[src/rtl/pin_irq_pkg.sv]
package pin_irq_pkg;
  parameter int ADDR_W = 2;

  localparam logic [ADDR_W-1:0] ADDR_STYLE_LO = 2'd0;
  localparam logic [ADDR_W-1:0] ADDR_STYLE_HI = 2'd1;
  localparam logic [ADDR_W-1:0] ADDR_PENDING  = 2'd2;

  localparam logic [2:0] STY_HIGH = 3'd0;
  localparam logic [2:0] STY_LOW  = 3'd1;
  localparam logic [2:0] STY_RISE = 3'd2;
  localparam logic [2:0] STY_FALL = 3'd3;
  localparam logic [2:0] STY_BOTH = 3'd4;

  typedef struct packed {
    logic styleLoWr;
    logic styleHiWr;
    logic pendClr;
  } strobe_t;
endpackage

[src/rtl/pin_irq_ctrl.sv]
module pin_irq_ctrl
  import pin_irq_pkg::*;
#(
  parameter int DATA_W = 32,
  parameter int NUM_PINS = 16
) (
  input  logic              clk,
  input  logic              rstN,
  input  logic [ADDR_W-1:0] busAddr,
  input  logic              busWe,
  input  logic [DATA_W-1:0] styleLoWord,
  input  logic [DATA_W-1:0] styleHiWord,
  input  logic [NUM_PINS-1:0] pendWord,
  output strobe_t           strobes,
  output logic [DATA_W-1:0] busRdata
);
  always_comb begin
    strobes = '0;
    if (busWe) begin
      unique case (busAddr)
        ADDR_STYLE_LO: strobes.styleLoWr = 1'b1;
        ADDR_STYLE_HI: strobes.styleHiWr = 1'b1;
        ADDR_PENDING:  strobes.pendClr   = 1'b1;
        default:       strobes = '0;
      endcase
    end
  end

  always_comb begin
    unique case (busAddr)
      ADDR_STYLE_LO: busRdata = styleLoWord;
      ADDR_STYLE_HI: busRdata = styleHiWord;
      ADDR_PENDING:  busRdata = DATA_W'(pendWord);
      default:       busRdata = '0;
    endcase
  end


  strobe_onehot_chk: assert property (@(posedge clk) disable iff (!rstN)
    $onehot0(strobes));


  strobe_idle_chk: assert property (@(posedge clk) disable iff (!rstN)
    !busWe |-> (strobes == '0));
endmodule

[src/rtl/pin_irq_datapath.sv]
module pin_irq_datapath
  import pin_irq_pkg::*;
#(
  parameter int NUM_PINS = 16,
  parameter int DATA_W = 32,
  parameter int STYLE_W = 3
) (
  input  logic                clk,
  input  logic                rstN,
  input  strobe_t             strobes,
  input  logic [DATA_W-1:0]   wrData,
  input  logic [NUM_PINS-1:0] pinIn,
  output logic [DATA_W-1:0]   styleLoWord,
  output logic [DATA_W-1:0]   styleHiWord,
  output logic [NUM_PINS-1:0] pendWord
);
  localparam int GROUP = NUM_PINS / 2;

  logic [NUM_PINS-1:0] syncStage1, syncVal, prevVal, condHit, clrMask, pendReg;
  logic [STYLE_W-1:0]  styleReg [NUM_PINS];

  always_ff @(posedge clk or negedge rstN) begin
    if (!rstN) begin
      syncStage1 <= '0;
      syncVal    <= '0;
      prevVal    <= '0;
    end else begin
      syncStage1 <= pinIn;
      syncVal    <= syncStage1;
      prevVal    <= syncVal;
    end
  end

  for (genvar g = 0; g < GROUP; g++) begin : gStyle
    always_ff @(posedge clk or negedge rstN) begin
      if (!rstN) begin
        styleReg[g]       <= '0;
        styleReg[g+GROUP] <= '0;
      end else begin
        if (strobes.styleLoWr) styleReg[g]       <= wrData[g*STYLE_W +: STYLE_W];
        if (strobes.styleHiWr) styleReg[g+GROUP] <= wrData[g*STYLE_W +: STYLE_W];
      end
    end
  end

  always_comb begin
    styleLoWord = '0;
    styleHiWord = '0;
    for (int g = 0; g < GROUP; g++) begin
      styleLoWord[g*STYLE_W +: STYLE_W] = styleReg[g];
      styleHiWord[g*STYLE_W +: STYLE_W] = styleReg[g+GROUP];
    end
  end

  for (genvar p = 0; p < NUM_PINS; p++) begin : gCond
    always_comb begin
      unique case (styleReg[p])
        STY_HIGH: condHit[p] = syncVal[p];
        STY_LOW:  condHit[p] = !syncVal[p];
        STY_RISE: condHit[p] = syncVal[p] && !prevVal[p];
        STY_FALL: condHit[p] = !syncVal[p] && prevVal[p];
        STY_BOTH: condHit[p] = syncVal[p] ^ prevVal[p];
        default:  condHit[p] = 1'b0;
      endcase
    end
  end

  assign clrMask = strobes.pendClr ? wrData[NUM_PINS-1:0] : '0;

  always_ff @(posedge clk or negedge rstN) begin
    if (!rstN) pendReg <= '0;
    else       pendReg <= (pendReg & ~clrMask) | condHit;
  end

  assign pendWord = pendReg;

  for (genvar p = 0; p < NUM_PINS; p++) begin : gChk

    level_high_latch_chk: assert property (@(posedge clk) disable iff (!rstN)
      (styleReg[p] == STY_HIGH && syncVal[p]) |=> pendReg[p]);

    rise_needs_edge_chk: assert property (@(posedge clk) disable iff (!rstN)
      ($rose(pendReg[p]) && $past(styleReg[p]) == STY_RISE) |-> $past(syncVal[p] && !prevVal[p]));

    disabled_code_chk: assert property (@(posedge clk) disable iff (!rstN)
      $rose(pendReg[p]) |-> ($past(styleReg[p]) <= STY_BOTH));

    clear_only_by_write_chk: assert property (@(posedge clk) disable iff (!rstN)
      $fell(pendReg[p]) |-> $past(strobes.pendClr && wrData[p]));
  end
endmodule

[src/rtl/pin_irq_top.sv]
module pin_irq_top
  import pin_irq_pkg::*;
#(
  parameter int NUM_PINS = 16,
  parameter int DATA_W = 32,
  parameter int STYLE_W = 3
) (
  input  logic                clk,
  input  logic                rstN,
  input  logic [ADDR_W-1:0]   busAddr,
  input  logic [DATA_W-1:0]   busWdata,
  input  logic                busWe,
  output logic [DATA_W-1:0]   busRdata,
  input  logic [NUM_PINS-1:0] pinIn,
  output logic [NUM_PINS-1:0] irqOut
);
  strobe_t             strobes;
  logic [DATA_W-1:0]   styleLoWord, styleHiWord;
  logic [NUM_PINS-1:0] pendWord;

  pin_irq_ctrl #(.DATA_W(DATA_W), .NUM_PINS(NUM_PINS)) i_ctrl (
    .clk(clk), .rstN(rstN), .busAddr(busAddr), .busWe(busWe),
    .styleLoWord(styleLoWord), .styleHiWord(styleHiWord), .pendWord(pendWord),
    .strobes(strobes), .busRdata(busRdata)
  );

  pin_irq_datapath #(.NUM_PINS(NUM_PINS), .DATA_W(DATA_W), .STYLE_W(STYLE_W)) i_dp (
    .clk(clk), .rstN(rstN), .strobes(strobes), .wrData(busWdata), .pinIn(pinIn),
    .styleLoWord(styleLoWord), .styleHiWord(styleHiWord), .pendWord(pendWord)
  );


  assign irqOut = pendWord;
endmodule

[config.mk]
export PLATFORM = sky130hd
export DESIGN_NAME = pin_irq_top
export DESIGN_NICKNAME = d
export VERILOG_FILES = /design/src/rtl/pin_irq_pkg.sv /design/src/rtl/pin_irq_ctrl.sv /design/src/rtl/pin_irq_datapath.sv /design/src/rtl/pin_irq_top.sv
export SDC_FILE = /design/constraint.sdc
export NUM_CORES = 1
export LEC_CHECK = 0
export BUFFER_PORTS_ARGS = -buffer_cell sky130_fd_sc_hd__buf_4
export CAP_MARGIN = 0
export CORE_AREA = 2 2 107 109
export CTS_BUF_LIST = sky130_fd_sc_hd__clkbuf_4 sky130_fd_sc_hd__clkbuf_8 sky130_fd_sc_hd__clkbuf_16
export CTS_CLUSTER_DIAMETER = 40
export DETAILED_ROUTE_END_ITERATION = 6
export DIE_AREA = 0 0 109 111
export PLACE_DENSITY = 0.74
export SYNTH_ARGS = -nofsm -noshare
export SYNTH_HDL_FRONTEND = slang
export SYNTH_SLANG_ARGS = --single-unit
[constraint.sdc]
create_clock -name clk -period 3 [get_ports clk]
set_input_delay 0 -clock clk [delete_from_list [all_inputs] [get_ports clk]]
set_output_delay 0 -clock clk [all_outputs]
set_load 0.005 [all_outputs]
==> flow_summary.toml <==
[setup_path]
start_kind = "input port"
worst-setup-path-type = "in -> out"
cpMostUsedCell = "buf_4"
cp_slowest_cell = "nor2b_1"
cp_max_fo = 28
crit_family = "buffers and inverters"
critPathCaptureType = "output pin"
required_ns = 3.00
cpPeakStageDelay_ns = 0.67
crit_path_cell_trace = "buf_4, nor2b_1, buf_4, nand2_1, o21ai_0, buf_4"
crit_buf_inv = 3
arrival_ns = 1.71

[logic_synthesis]
ys.warnings.count = 0
synth_area_sq_um = 5394
syn_avg_cell_area_sq_um = 11.50
ys_seq_elements = 112
synth.distinct_cells = 25
synth_cells = 469
synth_seq_area_share = 0.5196

[die]
io_pins = 101
dieArea_sq_um = 12100
initial_utilization = 0.4870
die_x_um = 109
core_area_sq_um = 11080
fp.dieH_um = 111
rows = 39

[place]
gp_congestion = 0.7634
placed_area_sq_um = 6101
dpl.hpwl_mm = 7.993
place.port_buffers = 84

[pwr]
total_power_mw = 3.850
vdd_ir_drop_max_mv = 0.3531
p_leak_nw = 3.225
power_density_nw_per_um2 = 566.8

[cts]
cts_tree = "done"
clockBufferDepth = 2
cts.clk_slew.worst_paths_ns = 0.08
insertion_delay_ns = 0.34
clock_sinks = 112
cts_buffers = 9
root_buffer = "clkbuf_16"
htree_levels = 3

[timing]
max_freq_mhz = 583.1
hold_violations = 0
period_needed_ns = 1.715
setup_violations = 0
grt_setup_unrepaired = "false"
fin_setup_tns_ns = 0
worst_pin_slew_ns = 0.7465
report.final.slew_viol_count = 0
min_period_over_period = 0.5716
clock_skew_ns = 0.008458
max_slew_margin = 0.5013

[cells_and_area]
final_common_cell = "dfrtp_1"
num_antenna_cells = 0
final_cell_mix = "dfrtp_1, buf_4, inv_1"
syn2layout_area_growth_pct = 25.93
drive_gt1_frac = 0.2466
fin_area_sq_um = 6793
nets = 676
nFillCells = 901

[detailed_routing]
via_count = 3916
drtAntennaViolNets = 0
wl_per_cell_um = 16.02
drtIter0Drc = 162
drc_errors = 0
vias_per_cell = 5.299
totalWireLength_mm = 11.84
firstDrtPassIters = 4

[global_route]
antenna_found_initial = 0
grt_pass1_wl_mm = 19.73
grt.total_usage = 0.2098
grt_pass1_vias = 4155
grt_max_degree = 62
grt-ovfl-total = 0

[job]
max-cap-violations = 0

[worst_hold_path]
hp-class = "in -> reg"

[status]
status = "completed"
## logic make-up (layout without fill, tap and decap cells)
group                      Yosys count  after routing  share of synthesized area
DFF                                112            112                     0.5196
buffers and inverters               72            192                    0.06379
muxes                               80             80                     0.1582
xor gates and xnor gates            14             14                    0.02273
other                                1              8                  0.0006952
adders and majority gates           32             32                    0.07423
and+or+nand+nor                     82             82                    0.07817
AOI/OAI and AO/OA                   76             76                    0.08258
## timing repair
action	4_1_cts	5_1_grt
buffers inserted	0	0
hold buffers	41	0
endpoints found under the hold margin	117	0
resized for setup	0	0
## through the flow
step           setup slack [ns]  std cells  hold slack [ns]  utilization
2_1_floorplan             1.810        476          -0.2956            -
3_3_place_gp              1.175        682          0.07699       0.5508
3_5_place_dp              1.143        682          0.07893       0.5508
4_1_cts                   1.228        739           0.1199       0.6132
5_1_grt                   1.165        739           0.1715       0.6132
6_report                  1.285        739           0.1145       0.6132
## Yosys cell counts
| library cell | count | area share |
|---|---|---|
| o21ai_0 | 42 | 0.039 |
| buf_2 | 4 | 0.0037 |
| nand2_1 | 40 | 0.028 |
| mux2_2 | 41 | 0.086 |
| clkbuf_2 | 1 | 0.00093 |
| nand2b_4 | 1 | 0.0026 |
| clkbuf_1 | 3 | 0.0021 |
| nor3b_4 | 1 | 0.0035 |
| o311ai_1 | 2 | 0.0032 |
| nor4b_1 | 14 | 0.023 |
| o311ai_0 | 14 | 0.023 |
| o211ai_1 | 2 | 0.0028 |
| buf_6 | 2 | 0.0042 |
| ha_1 | 32 | 0.074 |
| dfrtp_1 | 112 | 0.52 |
| nor2_1 | 24 | 0.017 |
| a21oi_1 | 16 | 0.015 |
| mux2_1 | 1 | 0.0021 |
| mux2i_1 | 38 | 0.071 |
| inv_1 | 48 | 0.033 |
| xor2_1 | 14 | 0.023 |
| conb_1 | 1 | 0.00070 |
| nor2b_1 | 1 | 0.0012 |
| buf_4 | 14 | 0.019 |
| nand3b_4 | 1 | 0.0037 |
## registers in the layout, indices dropped and copies added, names as in the netlist
name,flops
i_dp.styleHiWord,24
i_dp.prevVal,16
i_dp.styleLoWord,24
i_dp.syncVal,16
i_dp.syncStage1,16
i_dp.pendWord,16
## per-layer routing
layer / GRT usage / wire, um / vias to the layer above
met5: 0 / 0 / -
met4: 0.08205 / 190 / 0
met3: 0.02998 / 510 / 18
met2: 0.3528 / 6063 / 114
met1: 0.2711 / 5077 / 1952
li1: - / - / 1832
## path summary, 6_finish.rpt
path,start,to,slack (ns),cells past startpoint
worst min register to register,i_dp.syncStage1[11],i_dp.syncVal[11],0.35,0
min in group asynchronous,rstN,i_dp.syncStage1[6],0.23,2
worst max register to register,i_dp.syncVal[4],i_dp.pendWord[4],1.62,4
max in group asynchronous,rstN,i_dp.styleHiWord[2],2.02,3
worst min-delay path,busWe,i_dp.pendWord[15],0.11,4
worst max-delay path,busAddr[1],busRdata[5],1.29,6
## final cells by class
cell class / instances / area (sq um) / area share
flip-flops and latches: 112 / 2803 / 0.4126
inverters: 48 / 180.2 / 0.02652
repair buffers: 128 / 1076 / 0.1584
multi-input cells: 292 / 2273 / 0.3347
clock buffers: 9 / 225.2 / 0.03316
clock inverters: 7 / 56.30 / 0.008289
well taps: 143 / 178.9 / 0.02634
## power breakdown
group / switching [mW] / internal (mW)
Clock: 0.563 / 0.573
Sequential: 0.233 / 1.71
Combinational: 0.329 / 0.446
Total: 1.13 / 2.72
## tightest hold or removal path, stage by stage
cell	delay (ns)
buf_4	0.20
nand2_1	0.08
o21ai_0	0.06
o311ai_0	0.07
(Power assumes the default switching activity.)
